## config.mk

```make
export PLATFORM = sky130hd
export DESIGN_NAME = ow_demux_supervisor
export DESIGN_NICKNAME = d
export VERILOG_FILES = /design/src/rtl/ow_pkg.sv /design/src/rtl/sync_bank.sv /design/src/rtl/act_watch.sv /design/src/rtl/ow_bit_capture.sv /design/src/rtl/ow_demux_supervisor.sv
export SDC_FILE = /design/constraint.sdc
export NUM_CORES = 1
export LEC_CHECK = 0
export ABC_AREA = 1
export ABC_CLOCK_PERIOD_IN_PS = 1350
export BUFFER_PORTS_ARGS = -buffer_cell sky130_fd_sc_hd__buf_2
export CAP_MARGIN = 20
export CORE_MARGIN = 2
export CORE_UTILIZATION = 58
export CTS_BUF_LIST = sky130_fd_sc_hd__clkbuf_4 sky130_fd_sc_hd__clkbuf_8
export DETAILED_ROUTE_END_ITERATION = 10
export MAX_ROUTING_LAYER = met4
export PLACE_DENSITY = 0.83
export SLEW_MARGIN = 20
export SYNTH_ARGS = -nofsm -noshare
export SYNTH_HDL_FRONTEND = slang
export SYNTH_SLANG_ARGS = --single-unit
```

## constraint.sdc

```tcl
create_clock -name clk -period 1.35 [get_ports clk]
set_clock_uncertainty 0.15 [all_clocks]
set_input_delay 0.0675 -clock clk [delete_from_list [all_inputs] [get_ports clk]]
set_output_delay 0.0675 -clock clk [all_outputs]
set_load 0.1 [all_outputs]
```

## src/rtl/ow_pkg.sv

```systemverilog
package ow_pkg;
    localparam int unsigned NUM_MON = 4;
    typedef enum logic [1:0] {
        IDX_VDAT = 2'd0,
        IDX_VCLK = 2'd1,
        IDX_CODE = 2'd2,
        IDX_TICK = 2'd3
    } mon_idx_e;

    typedef struct packed {
        logic vdat;
        logic vclk;
        logic owbit;
        logic owtick;
        logic fail;
    } ow_out_t;
endpackage

```

## src/rtl/sync_bank.sv

```systemverilog
module sync_bank #(
    parameter int unsigned WIDTH = 4
) (
    input  logic             clk,
    input  logic             rst_n,
    input  logic [WIDTH-1:0] async_in,
    output logic [WIDTH-1:0] lvl,
    output logic [WIDTH-1:0] prv
);
    logic [WIDTH-1:0] meta_q, meta_d;
    logic [WIDTH-1:0] lvl_q, lvl_d;
    logic [WIDTH-1:0] prv_q, prv_d;

    genvar gi;
    generate
        for (gi = 0; gi < WIDTH; gi++) begin : g_bit
            always_comb begin
                meta_d[gi] = async_in[gi];
                lvl_d[gi]  = meta_q[gi];
                prv_d[gi]  = lvl_q[gi];
            end
            always_ff @(posedge clk or negedge rst_n) begin
                if (!rst_n) begin
                    meta_q[gi] <= 1'b0;
                    lvl_q[gi]  <= 1'b0;
                    prv_q[gi]  <= 1'b0;
                end else begin
                    meta_q[gi] <= meta_d[gi];
                    lvl_q[gi]  <= lvl_d[gi];
                    prv_q[gi]  <= prv_d[gi];
                end
            end
        end
    endgenerate

    assign lvl = lvl_q;
    assign prv = prv_q;
endmodule

```

## src/rtl/act_watch.sv

```systemverilog
module act_watch #(
    parameter int unsigned TIMEOUT = 100000
) (
    input  logic clk,
    input  logic rst_n,
    input  logic lvl,
    input  logic prv,
    output logic alive
);
    localparam int unsigned CW = $clog2(TIMEOUT + 1);
    localparam logic [CW-1:0] LIMIT = CW'(TIMEOUT);

    logic [CW-1:0] cnt_q, cnt_d;
    logic          toggle;

    always_comb begin
        toggle = lvl ^ prv;
        if (toggle)
            cnt_d = '0;
        else if (cnt_q != LIMIT)
            cnt_d = cnt_q + 1'b1;
        else
            cnt_d = cnt_q;
    end

    always_ff @(posedge clk or negedge rst_n) begin
        if (!rst_n) cnt_q <= LIMIT;
        else        cnt_q <= cnt_d;
    end

    assign alive = (cnt_q != LIMIT);

    // a level change makes the signal alive from the next cycle
    assert_toggle_revives_R4: assert property (@(posedge clk) disable iff (!rst_n)
        toggle |=> alive);
    // with no change, a dead signal stays dead
    assert_dead_stays_R4: assert property (@(posedge clk) disable iff (!rst_n)
        (!alive && !toggle) |=> !alive);
endmodule

```

## src/rtl/ow_bit_capture.sv

```systemverilog
module ow_bit_capture (
    input  logic clk,
    input  logic rst_n,
    input  logic tick_lvl,
    input  logic tick_prv,
    input  logic code_lvl,
    output logic hold_nxt,
    output logic hold
);
    logic hold_q, hold_d;
    logic rise;

    always_comb begin
        rise   = tick_lvl & ~tick_prv;
        hold_d = rise ? code_lvl : hold_q;
    end

    always_ff @(posedge clk or negedge rst_n) begin
        if (!rst_n) hold_q <= 1'b0;
        else        hold_q <= hold_d;
    end

    assign hold_nxt = hold_d;
    assign hold     = hold_q;

    // value changes only at a synchronized rising tick
    assert_hold_stable_R2: assert property (@(posedge clk) disable iff (!rst_n)
        !(tick_lvl && !tick_prv) |=> $stable(hold_q));
    // at a rising tick the coded level is taken
    assert_hold_capture_R2: assert property (@(posedge clk) disable iff (!rst_n)
        (tick_lvl && !tick_prv) |=> (hold_q == $past(code_lvl)));
endmodule

```

## src/rtl/ow_demux_supervisor.sv

```systemverilog
module ow_demux_supervisor
    import ow_pkg::*;
#(
    parameter int unsigned SYS_HZ          = 50000000,
    parameter int unsigned TICK_HZ         = 2000,
    parameter int unsigned TIMEOUT_PERIODS = 4
) (
    input  logic clk,
    input  logic rst_n,
    input  logic analog_mode,
    input  logic voice_data_in,
    input  logic voice_clk_in,
    input  logic ow_coded_in,
    input  logic ow_tick_in,
    output logic voice_data_out,
    output logic voice_clk_out,
    output logic ow_bit_out,
    output logic ow_tick_out,
    output logic fail_flag,
    output logic lamp_on
);
    localparam int unsigned TIMEOUT = (SYS_HZ / TICK_HZ) * TIMEOUT_PERIODS;

    logic [NUM_MON-1:0] raw_in, lvl, prv, alive;
    logic               hold_nxt, hold;
    logic               voice_good, ow_good;
    ow_out_t            out_q, out_d;

    assign raw_in[IDX_VDAT] = voice_data_in;
    assign raw_in[IDX_VCLK] = voice_clk_in;
    assign raw_in[IDX_CODE] = ow_coded_in;
    assign raw_in[IDX_TICK] = ow_tick_in;

    sync_bank #(.WIDTH(NUM_MON)) u_sync (
        .clk      (clk),
        .rst_n    (rst_n),
        .async_in (raw_in),
        .lvl      (lvl),
        .prv      (prv)
    );

    genvar mi;
    generate
        for (mi = 0; mi < NUM_MON; mi++) begin : g_mon
            act_watch #(.TIMEOUT(TIMEOUT)) u_watch (
                .clk   (clk),
                .rst_n (rst_n),
                .lvl   (lvl[mi]),
                .prv   (prv[mi]),
                .alive (alive[mi])
            );
        end
    endgenerate

    ow_bit_capture u_capture (
        .clk      (clk),
        .rst_n    (rst_n),
        .tick_lvl (lvl[IDX_TICK]),
        .tick_prv (prv[IDX_TICK]),
        .code_lvl (lvl[IDX_CODE]),
        .hold_nxt (hold_nxt),
        .hold     (hold)
    );

    always_comb begin
        voice_good = alive[IDX_VDAT] & alive[IDX_VCLK];
        ow_good    = alive[IDX_CODE] & alive[IDX_TICK];
        out_d      = '0;
        if (!analog_mode) begin
            out_d.vdat   = lvl[IDX_VDAT];
            out_d.vclk   = lvl[IDX_VCLK];
            out_d.owbit  = hold_nxt;
            out_d.owtick = lvl[IDX_TICK];
            out_d.fail   = ~(voice_good & ow_good);
        end
    end

    always_ff @(posedge clk or negedge rst_n) begin
        if (!rst_n) out_q <= '0;
        else        out_q <= out_d;
    end

    assign voice_data_out = out_q.vdat;
    assign voice_clk_out  = out_q.vclk;
    assign ow_bit_out     = out_q.owbit;
    assign ow_tick_out    = out_q.owtick;
    assign fail_flag      = out_q.fail;
    assign lamp_on        = out_q.fail;

    // analog mode mutes every output on the next edge
    assert_analog_mute_R6: assert property (@(posedge clk) disable iff (!rst_n)
        analog_mode |=> (!fail_flag && !voice_data_out && !voice_clk_out
                         && !ow_bit_out && !ow_tick_out));
    // any dead monitor in digital mode raises the flag
    assert_fail_on_dead_R5: assert property (@(posedge clk) disable iff (!rst_n)
        (!analog_mode && (alive != '1)) |=> fail_flag);
    // all monitors alive in digital mode clears the flag
    assert_clear_on_alive_R5: assert property (@(posedge clk) disable iff (!rst_n)
        (!analog_mode && (alive == '1)) |=> !fail_flag);
    // decoded output changes only after a rising tick or a mode step
    assert_bit_steady_R2: assert property (@(posedge clk) disable iff (!rst_n)
        (!analog_mode && !(lvl[IDX_TICK] && !prv[IDX_TICK]) && !$past(analog_mode))
            |=> $stable(ow_bit_out));
    // lamp mirrors the flag
    always_comb begin
        assert_lamp_mirror_R9: assert (lamp_on == fail_flag);
    end
endmodule

```

* Word-level counts from Yosys, hierarchy flattened *
Cells that the tools add are included.

word-level totals
  bits in registers = 86
  latch bits = 0
  memory bits (writable) = 0
  bits in read-only memories = 0
  input port bits = 7
  word-level logic and storage cells = 54
  memories kept = 0

cells by class
  $add $sub $neg = 4
  $mul = 0
  div/mod/pow operators = 0
  order comparisons = 0
  equal/unequal tests = 4
  shifts and indexed selects = 0
  mux-type cells = 10
  bitwise operators = 10
  reductions and logical operators = 4

operators by type and width
  cell                                           number
  2-to-1 mux 17 bit                              8
  adder 17 x 1 -> 17 bit, second input constant  4
  inequality test 17 bit, second input constant  4
  nonzero test 2 bit                             4
  2-to-1 mux 5 bit                               1
  AND 1 bit                                      4
  XOR 1 bit                                      4
  inverter 1 bit                                 2
  2-to-1 mux 1 bit                               1

* Depth between registers and ports, before layout *
Gate-level depths: netlist of the first run.

  depth after elaboration = 5
  mapped depth = 11
  mapped depth without buffers = 11

* By module *
A second synthesis of the first run with hierarchy kept.

unflattened totals
  cell total of the unflattened synthesis = 695
  area total of the unflattened synthesis = 5039.8 um2

modules (own cells, without submodules)
  module                            instances  cells an instance  area an instance (um2)  seq. area each (um2)
  act_watch (g_mon[1].u_watch ...)  3          160                1112.3                  432.9
  act_watch (g_mon[0].u_watch)      1          179                1179.9                  432.9
  sync_bank                         1          12                 300.3                   300.3
  ow_demux_supervisor               1          18                 177.7                   125.1
  ow_bit_capture                    1          6                  45.0                    25.0

* Worst setup path before layout of the first run *
No wires, ideal clock.

  path type = register to output
  start = reg out_q (netlist bit fail_flag)
  end = out lamp_on
  arrival = 1324 ps
  slack = -191 ps
  cell stages (with the launch flop) = 2
  cells stage by stage = dfrtp_1 buf_4

RTL lines
  what                      line                       RTL
  start: declaration        ow_demux_supervisor.sv:27  ow_out_t out_q, out_d;
  start signal: assignment  ow_demux_supervisor.sv:80  else out_q <= out_d;
  end: declaration          ow_demux_supervisor.sv:20  output logic lamp_on

No word-level cell between the ends.

* Worst setup path in the final report of the first run *
  start = reg g_mon[3].u_watch.cnt_q[1]
  end = reg g_mon[3].u_watch.cnt_q[16]

between the ends
  cells in the longest elaborated chain, start to end = 3
  elaborated cells between the ends (all ways) = 5

ends and longest elaborated chain
  what                      line             RTL
  start: declaration        act_watch.sv:13  logic [CW-1:0] cnt_q, cnt_d;
  start signal: assignment  act_watch.sv:28  else cnt_q <= cnt_d;
  adder 17 x 1 -> 17 bit    act_watch.sv:21  cnt_d = cnt_q + 1'b1;
  2-to-1 mux 17 bit         act_watch.sv:20  else if (cnt_q != LIMIT)
  2-to-1 mux 17 bit         act_watch.sv:18  if (toggle)

Several ways; a longest one is shown, not always the timed one. The select of a mux whose other input is x is not followed.
A chain may end at the register's enable or synchronous reset.

==> summary.md, run 1 <==
| Metric | Value |
|---|---|
| Outcome | complete, but fails checks |
| Violations in the final reports | negative setup slack |
| Height of the chip | 91.9 µm |
| Yosys warning total | 0 |
| Total instance count after detailed placement | approximately 770 |
| Required time at the worst-slack endpoint | about 1.5 ns |
| Cell-by-cell listing of the critical path | ha_2, nand2_2, nor2_4, buf_4, nand2_2, o21bai_1, nand2_1, nor2_1 |
| Commonest non-fill, non-tap cell in the layout | sky130_fd_sc_hd__nand2_1 |
| H-Tree Level Count | 3 |
| Fraction of the yosys area taken by sequential cells | 0.487 |
| Final worst path period need | around 1.8 ns |
| First-pass iteration count of the detailed router | 6 |
| Final weighted congestion in routability-driven placement | ~0.93 |
| Number of endpoints with negative hold slack in the final report | 0 |
| Leakage power of the design | just over 3 nW |
| DR iter-0 viols | 676 |
| Cell types with the largest area share after synthesis | sky130_fd_sc_hd__dfrtp_1, sky130_fd_sc_hd__dfstp_2, sky130_fd_sc_hd__nand2_1, sky130_fd_sc_hd__nor2_1, sky130_fd_sc_hd__inv_1 |
| First-pass GRT wire length | 20.9 mm |
| Via density per instance | between 6 and 7 |
| Clock insertion delay at the later pin of the skew report | between 0.3 and 0.4 ns |
| Global Route Usage Sum | 0.319 |
| Register share of total power | 0.481 |
| Final setup slack of the worst path | -0.430 ns |
| Detailed-route DRC error count | 0 |
| Number of cells in the finished layout apart from fillers | 837 |
| Top library cells by usage in the layout, fill and taps aside | sky130_fd_sc_hd__nand2_1, sky130_fd_sc_hd__nor2_1, sky130_fd_sc_hd__buf_4 |
| Layout Area Growth over Synthesis | 52.1% |
| Share of the synthesized area in the top cell type | 0.346 |
| Final non-filler cell area | 6810 µm² |
| Die X | slightly above 90 µm |
| Number of global-route vias before repair | between 4000 and 5000 |
| Setup repair after global routing missed its margin | yes |
| Proportion of power drawn by the clock network | 0.327 |
| Share of final-layout standard cells stronger than drive strength 1 | 0.486 |
| Post-synthesis area per instance | ~7.6 µm² |
| Nature of the critical path endpoint | flop |
| Setup slack after placement | -0.258 ns |
| Bufs on Longest Clock Path | 2 |
| Antenna Violating Nets Remaining | 0 |
| Largest incremental delay on the critical path | 0.46 ns |
| Critical path fanouts, max | 3 |
| Element type at the critical path start | flop |
| Via count | 5254 |
| Final setup fails | 67 |
| Cell area reported after detailed placement | 5270 µm² |
| Post-Route Utilization | 0.895 |
| Post-route fraction of the period consumed by the critical path | 1.32 |
| Clock-pin slew of the registers on the worst-case setup and hold paths | 0.11 ns |
| Maximum number of pins on one net before global-route repair | between 80 and 90 |
| Count of buffering cells on the critical path with inverters included | 1 |
| Layout Nets | between 700 and 800 |
| Final-layout worst hold slack | roughly 0.055 ns |
| Final WL | between 15 and 20 mm |
| Maximum clock frequency | roughly 560 MHz |
| Arrival time at the worst endpoint | between 1.5 and 2 ns |
| Average wire per standard cell | ~22 µm |
| GRT overflow | 0 |
| Starting utilization of the core area | 0.589 |
| Tightest slew margin relative to the limit | 0.665 |
| Crit Path Category | reg -> reg |
| Actual transition at the worst max-transition pin | ~0.50 ns |
| Num CTS Buffers | 9 |
| TritonCTS clock tree | yes |
| Internal power component | about 4 mW |
| Netlist area before placement | between 4000 and 5000 µm² |
| Path type of the worst min-delay path | in -> async |
| Overall die area | about 8400 µm² |
| Number of diodes | 0 |
| Root buf cell | sky130_fd_sc_hd__clkbuf_8 |
| Library cell appearing most often on the critical path | sky130_fd_sc_hd__nand2_2 |
| Combinational group share of total power | 0.192 |
| Standard-cell row count | 32 |
| Core Area | between 7000 and 8000 µm² |
| Worst path slowest cell | sky130_fd_sc_hd__dfrtp_1 |
| Count of different cell masters after synthesis | 28 |
| Sum of internal, switching and leakage power | roughly 6 mW |
| Net count after synthesis | approximately 600 |
| TNS Setup | -14.17 ns |
| Initial antenna violation count | 0 |
| Top cell family by delay on the critical path | simple AND/OR/NAND/NOR gates |
| Top-level port count | 13 |
| Cell count after synthesis | around 590 |
| Number of synthesized register bits | 86 |
| Sw Ratio | 0.334 |
| Maxcap violations | 0 |
| Port buffer count | 12 |
| Total power per unit cell area | ~860 nW/µm² |
| Leading area contributor after synthesis | sky130_fd_sc_hd__dfrtp_1 |
| Worst-case vdd ir drop | a little over 600 µV |
| Number of clock sinks | 86 |
| Final number of max-transition violations | 0 |
| Net switching power | 1.95 mW |
| Detail Placement HPWL | around 7.1 mm |
==> per-layer routing <==
| layer | up-vias | GRT usage | wire length (µm) |
|---|---|---|---|
| li1 | 2138 | - | - |
| met1 | 2462 | 0.383 | 6230 |
| met2 | 475 | 0.544 | 8570 |
| met3 | 179 | 0.0370 | 1810 |
| met4 | 0 | 0.143 | 1580 |
| met5 | - | - | 0 |
==> power groups by stage <==
| stage | Clock [mW] | Sequential (mW) | Combinational (mW) |
|---|---|---|---|
| finish | 1.91 | 2.81 | 1.12 |
| global route | 1.98 | 2.81 | 1.19 |
| CTS | 1.80 | 2.75 | 0.746 |
| detailed placement | 0 | 2.79 | 0.593 |
| global placement | 0 | 2.78 | 0.566 |
| floorplan | 0 | 2.83 | 0.287 |
==> logic make-up after synthesis <==
group | share of synthesized area
fa+ha+maj | 0.0251
xor+xnor | 0.0310
compound gates | 0.0685
buf+inv | 0.0866
flops | 0.487
simple gates | 0.301
==> timing repair <==
item                                    CTS  global route
hold endpoints to repair                 95             0
pin swaps                                59            82
hold buffers                              6             0
endpoints found under the setup margin   63            69
setup buffers                            21            33
resized for setup                       103           174
==> state kept, by name (all words and copies together) (netlist names) <==
name and count:
voice_data_out 1, voice_clk_out 1, u_capture.hold 1, u_sync.lvl_d 4
fail_flag 1, ow_bit_out 1, u_sync.lvl 4, ow_tick_out 1
u_sync.prv 4, g_mon.u_watch.cnt_q 68
==> final timing paths <==
path / to / slack, ns / cells after the start / start
worst max register to register: g_mon[3].u_watch.cnt_q[16] / -0.43 / 8 / g_mon[3].u_watch.cnt_q[1]
worst min-delay path: g_mon[0].u_watch.cnt_q[3] / 0.05 / 3 / rst_n
worst min register to register: u_sync.lvl[2] / 0.21 / 0 / u_sync.lvl_d[2]
worst max-delay path: g_mon[3].u_watch.cnt_q[16] / -0.43 / 8 / g_mon[3].u_watch.cnt_q[1]
min in group clk: u_sync.lvl_d[2] / 0.17 / 2 / ow_coded_in
max in group asynchronous: g_mon[3].u_watch.cnt_q[15] / 0.54 / 3 / rst_n
==> area by class of cell <==
| cell class | count | area, µm² |
|---|---|---|
| flip-flops and latches | 86 | 2200 |
| well taps | 102 | 128 |
| clock buffers | 9 | 124 |
| multi-input cells | 402 | 2730 |
| clock inverters | 7 | 65.1 |
| repair buffers | 136 | 1200 |
| fillers | 286 | 796 |
| inverters | 95 | 367 |
==> worst min-delay path: stages <==
cell and delay [ns]:
sky130_fd_sc_hd__dlygate4sd3_1 0.53, sky130_fd_sc_hd__buf_4 0.12, sky130_fd_sc_hd__buf_12 0.32
==> Yosys cell counts <==
master,number
sky130_fd_sc_hd__a21oi_1,28
sky130_fd_sc_hd__a22oi_1,1
sky130_fd_sc_hd__a31oi_1,1
sky130_fd_sc_hd__buf_2,2
sky130_fd_sc_hd__buf_4,1
sky130_fd_sc_hd__clkbuf_8,1
sky130_fd_sc_hd__dfrtp_1,62
sky130_fd_sc_hd__dfstp_2,24
sky130_fd_sc_hd__ha_1,9
sky130_fd_sc_hd__inv_1,94
sky130_fd_sc_hd__inv_2,1
sky130_fd_sc_hd__nand2_1,120
sky130_fd_sc_hd__nand2_2,1
sky130_fd_sc_hd__nand3_1,50
sky130_fd_sc_hd__nand3_2,1
sky130_fd_sc_hd__nand4_1,13
sky130_fd_sc_hd__nor2_1,110
sky130_fd_sc_hd__nor2_2,4
sky130_fd_sc_hd__nor2_4,2
sky130_fd_sc_hd__nor3_1,17
sky130_fd_sc_hd__o211ai_1,1
sky130_fd_sc_hd__o21ai_0,26
sky130_fd_sc_hd__o21bai_1,1
sky130_fd_sc_hd__o31ai_1,1
sky130_fd_sc_hd__or2_2,1
sky130_fd_sc_hd__xnor2_1,2
sky130_fd_sc_hd__xnor2_2,1
sky130_fd_sc_hd__xor2_1,12
Power figures use the tool's default switching activity.
==> inputs of run 2 (changes only) <==
--- a/config.mk
+++ b/config.mk
@@ -6,15 +6,15 @@
 export NUM_CORES = 1
 export LEC_CHECK = 0
 export ABC_AREA = 1
-export ABC_CLOCK_PERIOD_IN_PS = 1350
+export ABC_CLOCK_PERIOD_IN_PS = 2100
 export BUFFER_PORTS_ARGS = -buffer_cell sky130_fd_sc_hd__buf_2
 export CAP_MARGIN = 20
 export CORE_MARGIN = 2
-export CORE_UTILIZATION = 58
+export CORE_UTILIZATION = 69
 export CTS_BUF_LIST = sky130_fd_sc_hd__clkbuf_4 sky130_fd_sc_hd__clkbuf_8
 export DETAILED_ROUTE_END_ITERATION = 10
 export MAX_ROUTING_LAYER = met4
-export PLACE_DENSITY = 0.83
+export PLACE_DENSITY = 0.92
 export SLEW_MARGIN = 20
 export SYNTH_ARGS = -nofsm -noshare
 export SYNTH_HDL_FRONTEND = slang
==> constraint.sdc (replaced) <==
create_clock -name clk -period 2.1 [get_ports clk]
set_clock_uncertainty 0.15 [all_clocks]
set_input_delay 0.105 -clock clk [delete_from_list [all_inputs] [get_ports clk]]
set_output_delay 0.105 -clock clk [all_outputs]
set_load 0.1 [all_outputs]
==> run 2 against run 1 <==
Compared with the run above:
- critical path type unchanged
- critical path depth unchanged
- wire length decreased by 49%
- clock power fell by 43%
- fmax up 1.6%
- the flow now finishes without violations
- count of clock-buffer cells in the layout grew 1
- sequential power shrank 37%
==> summary.md, run 2 (synthesis gave the netlist of run 1 again) <==
| Metric | Value |
|---|---|
| Clock-pin slew of the registers on the worst-case setup and hold paths | ~0.09 ns |
| Total power per unit cell area | ~650 nW/µm² |
| Internal power component | 2.29 mW |
| Commonest non-fill, non-tap cell in the layout | sky130_fd_sc_hd__nand2_1 |
| Via count | 3864 |
| Nature of the critical path endpoint | flop |
| Number of clock sinks | 86 |
| Setup repair after global routing missed its margin | no |
| Port buffer count | 12 |
| DR iter-0 viols | roughly 210 |
| TNS Setup | 0 ns |
| Final worst path period need | 1.75 ns |
| Top library cells by usage in the layout, fill and taps aside | sky130_fd_sc_hd__nand2_1, sky130_fd_sc_hd__nor2_1, sky130_fd_sc_hd__inv_1 |
| Die X | ~85 µm |
| Num CTS Buffers | 9 |
| First-pass GRT wire length | about 16 mm |
| Cts repair resizes | 0 |
| Post-Route Utilization | 0.776 |
| Share of final-layout standard cells stronger than drive strength 1 | 0.109 |
| Detailed-route DRC error count | 0 |
| Average wire per standard cell | 13.2 µm |
| Crit Path Category | reg -> reg |
| GRT overflow | 0 |
| Number of diodes | 0 |
| Largest register by flop count | g_mon.u_watch.cnt_q |
| Final number of max-transition violations | 0 |
| Tightest slew margin relative to the limit | 0.569 |
| Required time at the worst-slack endpoint | between 2 and 2.5 ns |
| Critical path fanouts, max | 5 |
| Top-level port count | 13 |
| First-pass iteration count of the detailed router | 6 |
| Core Area | approximately 6300 µm² |
| Starting utilization of the core area | 0.709 |
| Final setup fails | 0 |
| Sw Ratio | 0.277 |
| Net switching power | between 0.8 and 0.9 mW |
| Layout Nets | 633 |
| Via density per instance | approximately 5.5 |
| Maxcap violations | 0 |
| TritonCTS clock tree | yes |
| Height of the chip | 84.6 µm |
| Standard-cell row count | 29 |
| Clock insertion delay at the later pin of the skew report | 0.36 ns |
| Bufs on Longest Clock Path | 2 |
| Initial antenna violation count | 0 |
| Worst-case vdd ir drop | between 500 and 600 µV |
| Arrival time at the worst endpoint | roughly 1.9 ns |
| Flip-flop count of the largest register, all copies and words added | 68 |
| Overall die area | between 7000 and 8000 µm² |
| Final-layout worst hold slack | about 0.15 ns |
| Root buf cell | sky130_fd_sc_hd__clkbuf_8 |
| Antenna Violating Nets Remaining | 0 |
| Number of endpoints with negative hold slack in the final report | 0 |
| Final WL | slightly above 9 mm |
| Number of global-route vias before repair | 3723 |
| Outcome | complete, no violations |
| Maximum number of pins on one net before global-route repair | 52 |
| Leakage power of the design | approximately 2.2 nW |
| Global Route Usage Sum | 0.291 |
| Sum of internal, switching and leakage power | between 3 and 4 mW |
| Combinational group share of total power | 0.102 |
| Element type at the critical path start | flop |
| Maximum clock frequency | 570 MHz |
| Actual transition at the worst max-transition pin | 0.647 ns |
| Layout Area Growth over Synthesis | 9.42% |
| Detail Placement HPWL | between 6 and 7 mm |
| Final weighted congestion in routability-driven placement | between 0.9 and 1 |
| Proportion of power drawn by the clock network | 0.340 |
| Post-route fraction of the period consumed by the critical path | 0.835 |
| H-Tree Level Count | 3 |
| Register share of total power | 0.558 |
| Path type of the worst min-delay path | in -> async |
## run 2: repair_timing
action                                 CTS  global route
hold buffers                             6             0
setup buffers                            0             0
endpoints found under the hold margin   45             0
## run 2: metrics by stage
stage	std cells	setup slack, ns	cell area (µm²)
final	699	0.347	4900
after global routing	699	0.200	4900
after CTS	699	0.344	4900
after detailed placement	677	0.358	4660
after global placement	677	0.496	4660
after floorplan	587	0.521	4480
## run 2: final timing paths
check | start | endpoint | slack (ns) | cells past startpoint
min reg2reg | u_sync.lvl_d[0] | u_sync.lvl[0] | 0.21 | 0
min in group clk | u_sync.lvl_d[0] | u_sync.lvl[0] | 0.21 | 0
min | rst_n | g_mon[0].u_watch.cnt_q[6] | 0.15 | 2
max | g_mon[0].u_watch.cnt_q[0] | g_mon[0].u_watch.cnt_q[10] | 0.35 | 8
max reg2reg | g_mon[0].u_watch.cnt_q[0] | g_mon[0].u_watch.cnt_q[10] | 0.35 | 8
max in group asynchronous | rst_n | g_mon[3].u_watch.cnt_q[7] | 1.01 | 3
## run 2: power by group through the flow
| stage | combinational, mW | sequential [mW] | clock, mW |
|---|---|---|---|
| 6_report | 0.323 | 1.77 | 1.08 |
| 5_1_grt | 0.371 | 1.78 | 1.16 |
| 4_1_cts | 0.324 | 1.77 | 1.09 |
| 3_5_place_dp | 0.313 | 1.80 | 0 |
| 3_3_place_gp | 0.298 | 1.79 | 0 |
| 2_1_floorplan | 0.182 | 1.82 | 0 |
## run 2: layer usage
layer	routed length (µm)	track usage
met5	0	-
met4	199	0.110
met3	479	0.0767
met2	4450	0.457
met1	4090	0.365
## run 2: cell type report
type | count | area, µm²
clock buffers | 10 | 138
clock inverters | 6 | 46.3
fillers | 440 | 1410
inverters | 95 | 357
multi-input cells | 402 | 1910
flip-flops and latches | 86 | 2180
well taps | 77 | 96.3
repair buffers | 23 | 173
## run 2: critical path: stages, from the launching register on
cell	delay, ns
sky130_fd_sc_hd__dfrtp_1	0.42
sky130_fd_sc_hd__ha_1	0.19
sky130_fd_sc_hd__nand2_1	0.07
sky130_fd_sc_hd__inv_1	0.09
sky130_fd_sc_hd__nand2_1	0.11
sky130_fd_sc_hd__nor2_2	0.22
sky130_fd_sc_hd__nand3_1	0.14
sky130_fd_sc_hd__o21ai_0	0.23
sky130_fd_sc_hd__nor2_1	0.06
